File: config.mk
export PLATFORM = sky130hd
export DESIGN_NAME = mon_rx_top
export DESIGN_NICKNAME = d
export VERILOG_FILES = /design/src/rtl/mon_rx_pkg.sv /design/src/rtl/mon_a_track.sv /design/src/rtl/mon_rx_buf.sv /design/src/rtl/mon_ack_ctrl.sv /design/src/rtl/mon_rx_top.sv
export SDC_FILE = /design/constraint.sdc
export NUM_CORES = 1
export LEC_CHECK = 0
export BUFFER_PORTS_ARGS = -buffer_cell sky130_fd_sc_hd__clkbuf_2
export CAP_MARGIN = 10
export CELL_PAD_IN_SITES_DETAIL_PLACEMENT = 0
export CELL_PAD_IN_SITES_GLOBAL_PLACEMENT = 1
export CORE_MARGIN = 10
export CORE_UTILIZATION = 35
export CTS_CLUSTER_SIZE = 12
export DETAILED_ROUTE_END_ITERATION = 16
export PLACE_DENSITY_LB_ADDON = 0.1
export SYNTH_ARGS = -nofsm -noshare
export SYNTH_HDL_FRONTEND = slang
export SYNTH_SLANG_ARGS = --single-unit
export TNS_END_PERCENT = 100
File: constraint.sdc
create_clock -name clk -period 1.9 [get_ports clk]
set_clock_uncertainty 0.05 [all_clocks]
set_input_delay 0.19 -clock clk [delete_from_list [all_inputs] [get_ports clk]]
set_output_delay 0.19 -clock clk [all_outputs]
set_load 0.1 [all_outputs]
File: src/rtl/mon_rx_pkg.sv
package mon_rx_pkg;
   typedef enum logic [1:0] {
      ST_IDLE  = 2'd0,
      ST_RUN   = 2'd1,
      ST_PULSE = 2'd2,
      ST_DONE  = 2'd3
   } ack_st_t;
endpackage

File: src/rtl/mon_a_track.sv
module mon_a_track #(
   parameter int END_FRAMES = 2
) (
   input  logic clk,
   input  logic rst_n,
   input  logic frame_stb,
   input  logic rx_a,
   output logic new_byte,
   output logic end_hit
);
   logic a_prev_q;

   if (END_FRAMES < 2) begin : g_bad_end
      $error("END_FRAMES must be at least 2");
   end

   always_ff @(posedge clk or negedge rst_n) begin
      if (!rst_n)         a_prev_q <= 1'b1;
      else if (frame_stb) a_prev_q <= rx_a;
   end

   assign new_byte = frame_stb && !rx_a && a_prev_q;

   if (END_FRAMES == 2) begin : g_end_pair
      assign end_hit = frame_stb && rx_a && a_prev_q;
   end else begin : g_end_count
      localparam int CNT_W = $clog2(END_FRAMES + 1);
      logic [CNT_W-1:0] idle_cnt_q;
      always_ff @(posedge clk or negedge rst_n) begin
         if (!rst_n) idle_cnt_q <= '0;
         else if (frame_stb) begin
            if (!rx_a) idle_cnt_q <= '0;
            else if (idle_cnt_q != CNT_W'(END_FRAMES)) idle_cnt_q <= idle_cnt_q + 1'b1;
         end
      end
      assign end_hit = frame_stb && rx_a && (idle_cnt_q == CNT_W'(END_FRAMES - 1));
   end

   p_new_needs_prior_idle_r2 : assert property (@(posedge clk) disable iff (!rst_n)
      (frame_stb && !rx_a) |=> !new_byte);
endmodule

File: src/rtl/mon_rx_buf.sv
module mon_rx_buf #(
   parameter int DATA_W = 8
) (
   input  logic              clk,
   input  logic              rst_n,
   input  logic              store,
   input  logic              rd_stb,
   input  logic [DATA_W-1:0] rx_data,
   output logic [DATA_W-1:0] rd_data,
   output logic              full,
   output logic              irq_rdy
);
   if (DATA_W < 1) begin : g_bad_w
      $error("DATA_W must be positive");
   end

   logic [DATA_W-1:0] data_q;
   logic              full_q;
   logic              rdy_q;

   always_ff @(posedge clk or negedge rst_n) begin
      if (!rst_n) begin
         data_q <= '0;
         full_q <= 1'b0;
         rdy_q  <= 1'b0;
      end else begin
         rdy_q <= store;
         if (store) begin
            data_q <= rx_data;
            full_q <= 1'b1;
         end else if (rd_stb) begin
            full_q <= 1'b0;
         end
      end
   end

   assign rd_data = data_q;
   assign full    = full_q;
   assign irq_rdy = rdy_q;

   p_store_flags_r3 : assert property (@(posedge clk) disable iff (!rst_n)
      store |=> (full && irq_rdy));
   p_hold_unread_r9 : assert property (@(posedge clk) disable iff (!rst_n)
      (full && !rd_stb) |=> $stable(rd_data));
endmodule

File: src/rtl/mon_ack_ctrl.sv
module mon_ack_ctrl
   import mon_rx_pkg::*;
(
   input  logic clk,
   input  logic rst_n,
   input  logic frame_stb,
   input  logic rx_en,
   input  logic new_byte,
   input  logic end_hit,
   input  logic full,
   output logic store,
   output logic tx_e,
   output logic irq_end
);
   ack_st_t st_q;
   logic    pend_q;
   logic    end_q;
   logic    can_take;

   assign can_take = (st_q == ST_IDLE) || (st_q == ST_RUN);
   assign store    = rx_en && new_byte && can_take && !full;

   always_ff @(posedge clk or negedge rst_n) begin
      if (!rst_n) begin
         st_q   <= ST_IDLE;
         pend_q <= 1'b0;
         end_q  <= 1'b0;
      end else begin
         end_q <= 1'b0;
         if (frame_stb) begin
            if (!rx_en) begin
               st_q   <= ST_IDLE;
               pend_q <= 1'b0;
            end else begin
               unique case (st_q)
                  ST_IDLE: if (new_byte) st_q <= ST_RUN;
                  ST_RUN: begin
                     if (end_hit) begin
                        st_q   <= ST_DONE;
                        end_q  <= 1'b1;
                        pend_q <= 1'b0;
                     end else if (pend_q && !full) begin
                        st_q   <= ST_PULSE;
                        pend_q <= 1'b0;
                     end else if (new_byte) begin
                        pend_q <= 1'b1;
                     end
                  end
                  ST_PULSE: st_q <= ST_RUN;
                  ST_DONE:  st_q <= ST_DONE;
                  default:  st_q <= ST_IDLE;
               endcase
            end
         end
      end
   end

   assign tx_e    = (st_q == ST_IDLE) || (st_q == ST_PULSE);
   assign irq_end = end_q;

   p_pulse_one_frame_r5 : assert property (@(posedge clk) disable iff (!rst_n)
      (frame_stb && rx_en && tx_e && (st_q == ST_PULSE)) |=> !tx_e);
   p_end_keeps_ack_r6 : assert property (@(posedge clk) disable iff (!rst_n)
      irq_end |-> !tx_e);
endmodule

File: src/rtl/mon_rx_top.sv
module mon_rx_top #(
   parameter int DATA_W     = 8,
   parameter int END_FRAMES = 2
) (
   input  logic              clk,
   input  logic              rst_n,
   input  logic              frame_stb,
   input  logic              rx_a,
   input  logic [DATA_W-1:0] rx_data,
   input  logic              rx_en,
   input  logic              rd_stb,
   output logic [DATA_W-1:0] rd_data,
   output logic              tx_e,
   output logic              irq_rdy,
   output logic              irq_end
);
   logic new_byte;
   logic end_hit;
   logic store;
   logic full;

   mon_a_track #(.END_FRAMES(END_FRAMES)) a_track_i (
      .clk(clk), .rst_n(rst_n), .frame_stb(frame_stb), .rx_a(rx_a),
      .new_byte(new_byte), .end_hit(end_hit)
   );

   mon_ack_ctrl ack_ctrl_i (
      .clk(clk), .rst_n(rst_n), .frame_stb(frame_stb), .rx_en(rx_en),
      .new_byte(new_byte), .end_hit(end_hit), .full(full),
      .store(store), .tx_e(tx_e), .irq_end(irq_end)
   );

   mon_rx_buf #(.DATA_W(DATA_W)) buf_i (
      .clk(clk), .rst_n(rst_n), .store(store), .rd_stb(rd_stb),
      .rx_data(rx_data), .rd_data(rd_data), .full(full), .irq_rdy(irq_rdy)
   );

   p_abort_idle_r7 : assert property (@(posedge clk) disable iff (!rst_n)
      (frame_stb && !rx_en) |=> (tx_e && !irq_rdy && !irq_end));
   p_e_on_frame_r8 : assert property (@(posedge clk) disable iff (!rst_n)
      !frame_stb |=> $stable(tx_e));
   p_irq_excl_r6 : assert property (@(posedge clk) disable iff (!rst_n)
      !(irq_rdy && irq_end));
endmodule

==> metrics.txt, run 1 <==
power density over cell area 1640 nW/um^2; Sink Count 15; share of layout cells above drive strength 1 0.475; CTS tree yes; Setup Buffers After CTS 0; Max clock buf depth 2; DR vias/cell between 4 and 5; WS Path Type reg -> out; met1 Track Usage GR 0.0894; Async S/R FF share, synth 1.00; Critical R2R Capture buf_i.rd_data[4]$_DFFE_PN0P_; #FFs+latches synth 15; crit end category primary output; number of diodes 0; endpoints failing setup 0; H-Tree Depth 1; Final GP Congestion 0.713; Synth Area per Inst about 12 um^2; Worst Hold Slack approximately 0.024 ns; Num CTS Buffers 3; final critical-path share of the clock period 0.803; Req. time, crit path ~1.7 ns; cell area after synthesis 649 um^2; Post-synth EDFFs 0; worst r2r src buf_i.full$_DFFE_PN0P_; sequential area share after synthesis 0.580; Final ANT Viol Nets 0; maximum clock rate approximately 0.66 GHz; Cell Rows 15; first-pass GRT wire length 2420 um; Die Span Y 63.1 um; CTS clock-pin slew for the worst setup and hold paths about 0.090 ns; DR iter-0 viols 6; Setup crit end tx_e; total routed wirelength roughly 1400 um; fin crit period 1.53 ns; # nets final 95; Synth top area share 0.539; area delta synth->final 27.7%; Vias about 480; Hold Path Class in -> reg; max-cap violation count 0; most used routing layer met2; crit start category flop; YS warnings 0; Initial DRT Pass Iterations 4; initial antenna violation count 0; Reg2Reg Setup Slack 0.43 ns; initial core utilization 0.372; Core Region approximately 1700 um^2; Most used DFF post-synth dfrtp_1; hold_buf cts 1; slowest cell on the critical path clkbuf_2; leakage power 0.000421 uW; Slew HR 0.634; cells along the critical path inv_1, clkbuf_2; top cells by count, synth dfrtp_1, mux2_2, inv_1; setup TNS 0 ns; Netlist cell types 23; drt wl/cell 13.3 um; Worst Setup SP ack_ctrl_i.st_q[0]$_DFFE_PN0P_; Tightest Pin Transition approximately 0.55 ns; DRC Markers 0; area leader, netlist dfrtp_1; Peak VDD IR between 800 and 900 uV; Clock Tree Root clkbuf_4; clk_lat worst skew 0.28 ns; synth top area cells dfrtp_1, mux2_2, dfstp_2; Final HPWL DP 1100 um; Die Width roughly 63 um; Syn Nets 67; unrepaired setup endpoints after global routing no; DIE AREA about 4000 um^2; Slew Limit Fails 0; GR Util All Layers 0.0748; outcome completed; largest net degree at the start of global routing 16; Syn Inst Count 53; IO Count 25; CTS resizes 0; Final Hold Vio Count 0; Reg2Reg Depth 3; WP data arrival between 1 and 1.5 ns; grt met3 use 0.0336; Port Buffer Count 24; FILL cells 173; max incr delay on CP roughly 0.46 ns; grt met2 use 0.112; Critical Path Fanout Max 6; top-count cell post-synth dfrtp_1; Overflow after GRT 0; vias in the first global route approximately 500
critical path, delay by kind of cell (launching register included):
family   cells  cell delay [ns]
buf+inv      2             0.56
flops        1             0.45
layout by cell type (no fill, tap or decap):
master and count:
nand2_1 3, a21boi_0 1, nand4_1 1, nand4b_1 1, a31oi_1 2, dfstp_2 1
mux2_2 8, clkbuf_2 24, dfrtp_1 14, dlygate4sd3_1 1, o21ai_0 3, nand3_2 1
a2bb2oi_1 1, nand2b_1 1, nor2_1 1, nor4b_2 1, xnor2_1 1, inv_1 5
o211ai_1 1, and3_1 1, clkbuf_1 1, a211o_1 1, nand3_1 1, nor2b_1 1
clkbuf_4 3, nor4b_1 1
worst min-delay path by stage:
stage                 from                             end  cells past startpoint
floorplan            rst_n    ack_ctrl_i.irq_end$_DFF_PN0_                      0
global placement     rst_n  ack_ctrl_i.st_q[0]$_DFFE_PN0P_                      1
detailed placement   rst_n    buf_i.rd_data[7]$_DFFE_PN0P_                      1
CTS                 rd_stb          buf_i.full$_DFFE_PN0P_                      2
global route        rd_stb          buf_i.full$_DFFE_PN0P_                      2
finish              rd_stb          buf_i.full$_DFFE_PN0P_                      2
where the power goes:
group,leakage [uW],switching [uW],total [uW],internal [uW]
logic,0.000218,601,729,128
clock network,0.0000150,100,182,81.3
registers,0.000188,52.3,450,398
total,0.000421,754,1360,608
cell families after synthesis:
group                  count (synthesis)  share of synthesized area
flip-flops                            15                      0.580
AND/OR/NAND/NOR                       13                      0.135
AO/OA/AOI/OAI                          9                     0.0925
multiplexers                           8                      0.139
buffers and inverters                  7                     0.0405
XOR/XNOR                               1                     0.0135
flip-flops by register name, indices dropped and copies added, names as in the netlist:
name	count
buf_i.rd_data	8
ack_ctrl_i.st_q	2
a_track_i.a_prev_q	1
ack_ctrl_i.irq_end	1
ack_ctrl_i.pend_q	1
buf_i.full	1
buf_i.irq_rdy	1
routing by layer:
metal | vias to the layer above | wire length (um)
met5 | - | 0
met4 | 0 | 8
met3 | 2 | 118
met2 | 13 | 642
met1 | 226 | 629
li1 | 241 | -
through the flow:
step                cell area (um^2)  setup WS [ns]  power, uW   util  cells
global route                     830          0.310       1430  0.475    105
finish                           830          0.373       1360  0.475    105
floorplan                        649          0.528       1070      -     53
detailed placement               793          0.420       1190  0.454    100
global placement                 793          0.456       1190  0.454    100
CTS                              830          0.359       1380  0.475    105
final cells by class:
type | count | area, um^2 | area share
Clock buffer | 4 | 26.3 | 0.0317
Inverter | 5 | 18.8 | 0.0226
Multi-Input combinational cell | 31 | 246 | 0.297
Sequential cell | 15 | 377 | 0.454
Tap cell | 25 | 31.3 | 0.0377
Timing Repair Buffer | 25 | 130 | 0.157
Power figures use the tool's default switching activity.
==> inputs of run 2 (changes only) <==
--- a/config.mk
+++ b/config.mk
@@ -10,7 +10,7 @@
 export CELL_PAD_IN_SITES_DETAIL_PLACEMENT = 0
 export CELL_PAD_IN_SITES_GLOBAL_PLACEMENT = 1
 export CORE_MARGIN = 10
-export CORE_UTILIZATION = 35
+export CORE_UTILIZATION = 31
 export CTS_CLUSTER_SIZE = 12
 export DETAILED_ROUTE_END_ITERATION = 16
 export PLACE_DENSITY_LB_ADDON = 0.1
==> constraint.sdc (replaced) <==
create_clock -name clk -period 1.3 [get_ports clk]
set_clock_uncertainty 0.05 [all_clocks]
set_input_delay 0.13 -clock clk [delete_from_list [all_inputs] [get_ports clk]]
set_output_delay 0.13 -clock clk [all_outputs]
set_load 0.1 [all_outputs]
==> metrics.txt, run 2 (same netlist as run 1, synthesis figures left out) <==
outcome finished with violations (was completed); failing checks setup timing; area delta synth->final 60.1% (was 27.7%); cells along the critical path nor4b_4, nand3_2, mux2_2 (was inv_1, clkbuf_2); Hold Path Class in -> reg (unchanged); vias in the first global route 567 (was 501); Tightest Pin Transition 0.365 ns (was 0.551 ns); Die Span Y 65.8 um (was 63.1 um); # nets final 109 (was 95); Vias 558 (was 482); leakage power 0.000511 uW (was 0.000421 uW); Initial DRT Pass Iterations 4 (unchanged); initial antenna violation count 0 (unchanged); Final GP Congestion 0.806 (was 0.713); final critical-path share of the clock period 1.05; Sink Count 15 (unchanged); commonest cells after routing, fill and taps aside buf_4, dfrtp_1, clkbuf_2, mux2_2, inv_1 (was clkbuf_2, dfrtp_1, mux2_2, inv_1); total power draw 2260 uW (was 1360 uW); Port Buffer Count 24 (unchanged); Die Width 65.8 um (was 63.1 um); largest net degree at the start of global routing 16 (unchanged); Final ANT Viol Nets 0 (unchanged); DIE AREA 4330 um^2 (was 3980 um^2); max-cap violation count 0 (unchanged); WL met1 629 um (unchanged); final core utilization 0.525 (was 0.475); initial core utilization 0.328 (was 0.372); WP data arrival 1.49 ns (was 1.29 ns); FILL cells 192 (was 173); drt wl/cell 13.5 um (was 13.3 um); GR Util All Layers 0.0837 (was 0.0748); CTS clock-pin slew for the worst setup and hold paths 0.08 ns (was 0.09 ns); Peak VDD IR 1530 uV (was 833 uV); Slew HR 0.757 (was 0.634); Finished Cell Area 1040 um^2 (was 830 um^2); Req. time, crit path 1.42 ns (was 1.66 ns); Clock Tree Root clkbuf_4 (unchanged); unrepaired setup endpoints after global routing yes (was no); power density over cell area 2170 nW/um^2 (was 1640 nW/um^2); Num CTS Buffers 3 (unchanged); Cell Rows 16 (was 15); share of layout cells above drive strength 1 0.596 (was 0.475); WS Path Type reg -> reg (was reg -> out); IO Count 25 (unchanged); WL met3 84 um (was 118 um); crit start category flop (unchanged); slowest cell on the critical path dfrtp_1 (was clkbuf_2); endpoints failing setup 8 (was 0); CTS tree yes (unchanged); Core Region 1980 um^2 (was 1750 um^2); Overflow after GRT 0 (unchanged); maximum clock rate between 0.7 and 0.8 GHz; clk_lat worst skew 0.28 ns (about the same); commonest non-fill, non-tap cell in the layout buf_4 (was clkbuf_2); Final Hold Vio Count 0 (unchanged); top sig layer met4 (unchanged); Final HPWL DP 1280 um (was 1100 um); Area after DPL 912 um^2 (was 793 um^2); met2 routed WL 913 um (was 642 um); Critical Path Fanout Max 5 (was 6); Hold Startpoint rx_data[0] (was rd_stb); DR vias/cell 4.61 (was 4.59); crit end category flop (was primary output); number of diodes 0 (unchanged); Worst Setup SP buf_i.full$_DFFE_PN0P_ (was ack_ctrl_i.st_q[0]$_DFFE_PN0P_); H-Tree Depth 1 (unchanged); Final Worst Setup Slack -0.0687 ns (was 0.373 ns); worst r2r src buf_i.full$_DFFE_PN0P_ (unchanged); Slew Limit Fails 0 (unchanged); DRC Markers 0 (unchanged); max incr delay on CP 0.41 ns (was 0.46 ns); DR iter-0 viols 12 (was 6); Max clock buf depth 2 (unchanged); max reg flops 8 (unchanged); setup TNS -0.490 ns (was 0 ns); total routed wirelength 1630 um (was 1400 um); fin crit period 1.37 ns; first-pass GRT wire length 2790 um (was 2420 um)
-- run 2: path summary, 6_finish.rpt --
path                       cells past startpoint                        endpoint  slack [ns]
setup / recovery                               3    buf_i.rd_data[7]$_DFFE_PN0P_       -0.07
max in group asynchronous                      2  a_track_i.a_prev_q$_DFFE_PN1P_        0.66
hold / removal                                 2    buf_i.rd_data[0]$_DFFE_PN0P_        0.02
hold reg to reg                                1    buf_i.rd_data[0]$_DFFE_PN0P_        0.46
setup reg to reg                               3    buf_i.rd_data[7]$_DFFE_PN0P_       -0.07
min in group asynchronous                      2    buf_i.rd_data[6]$_DFFE_PN0P_        0.24
-- run 2: where the power goes --
part           switching (uW)  leakage [uW]  internal [uW]
clock network             140     0.0000150            119
registers                78.8      0.000188            582
logic                     937      0.000308            401
total                    1160      0.000511           1100
-- run 2: worst max-delay path: cells and delay by family (launching register included) --
family / cells / cell delay [ns]
flops: 1 / 0.41
simple gates: 2 / 0.49
mux: 1 / 0.31
-- run 2: cell type report --
type | count | area, um^2 | share of cell area
multi-input combinational | 32 | 287 | 0.276
clock buffer | 4 | 26.3 | 0.0253
timing repair buffer | 38 | 294 | 0.283
sequential | 15 | 377 | 0.362
tap | 27 | 33.8 | 0.0325
inverter | 5 | 22.5 | 0.0217
-- run 2: repair_timing --
item | in CTS | in global routing
pin swaps | 1 | 3
buffers inserted | 2 | 2
endpoints found under the setup margin | 11 | 12
hold endpoints to repair | 16 | 0
gates cloned | 1 | 0
gates resized for setup | 3 | 8
hold buffers | 2 | 0
-- run 2: metal layers --
layer / track usage / vias up
li1: - / 275
met5: 0 / -
met1: 0.0901 / 271
met2: 0.136 / 10
met3: 0.0475 / 2
met4: 0.0241 / 0
-- run 2: through the flow --
| stage | hold slack [ns] | setup WS (ns) | std cells |
|---|---|---|---|
| 2_1_floorplan | -0.216 | -0.0414 | 53 |
| 3_3_place_gp | 0.0155 | -0.0978 | 110 |
| 3_5_place_dp | 0.00905 | -0.146 | 110 |
| 4_1_cts | 0.0143 | -0.112 | 119 |
| 5_1_grt | 0.0154 | -0.156 | 121 |
| 6_report | 0.0246 | -0.0687 | 121 |
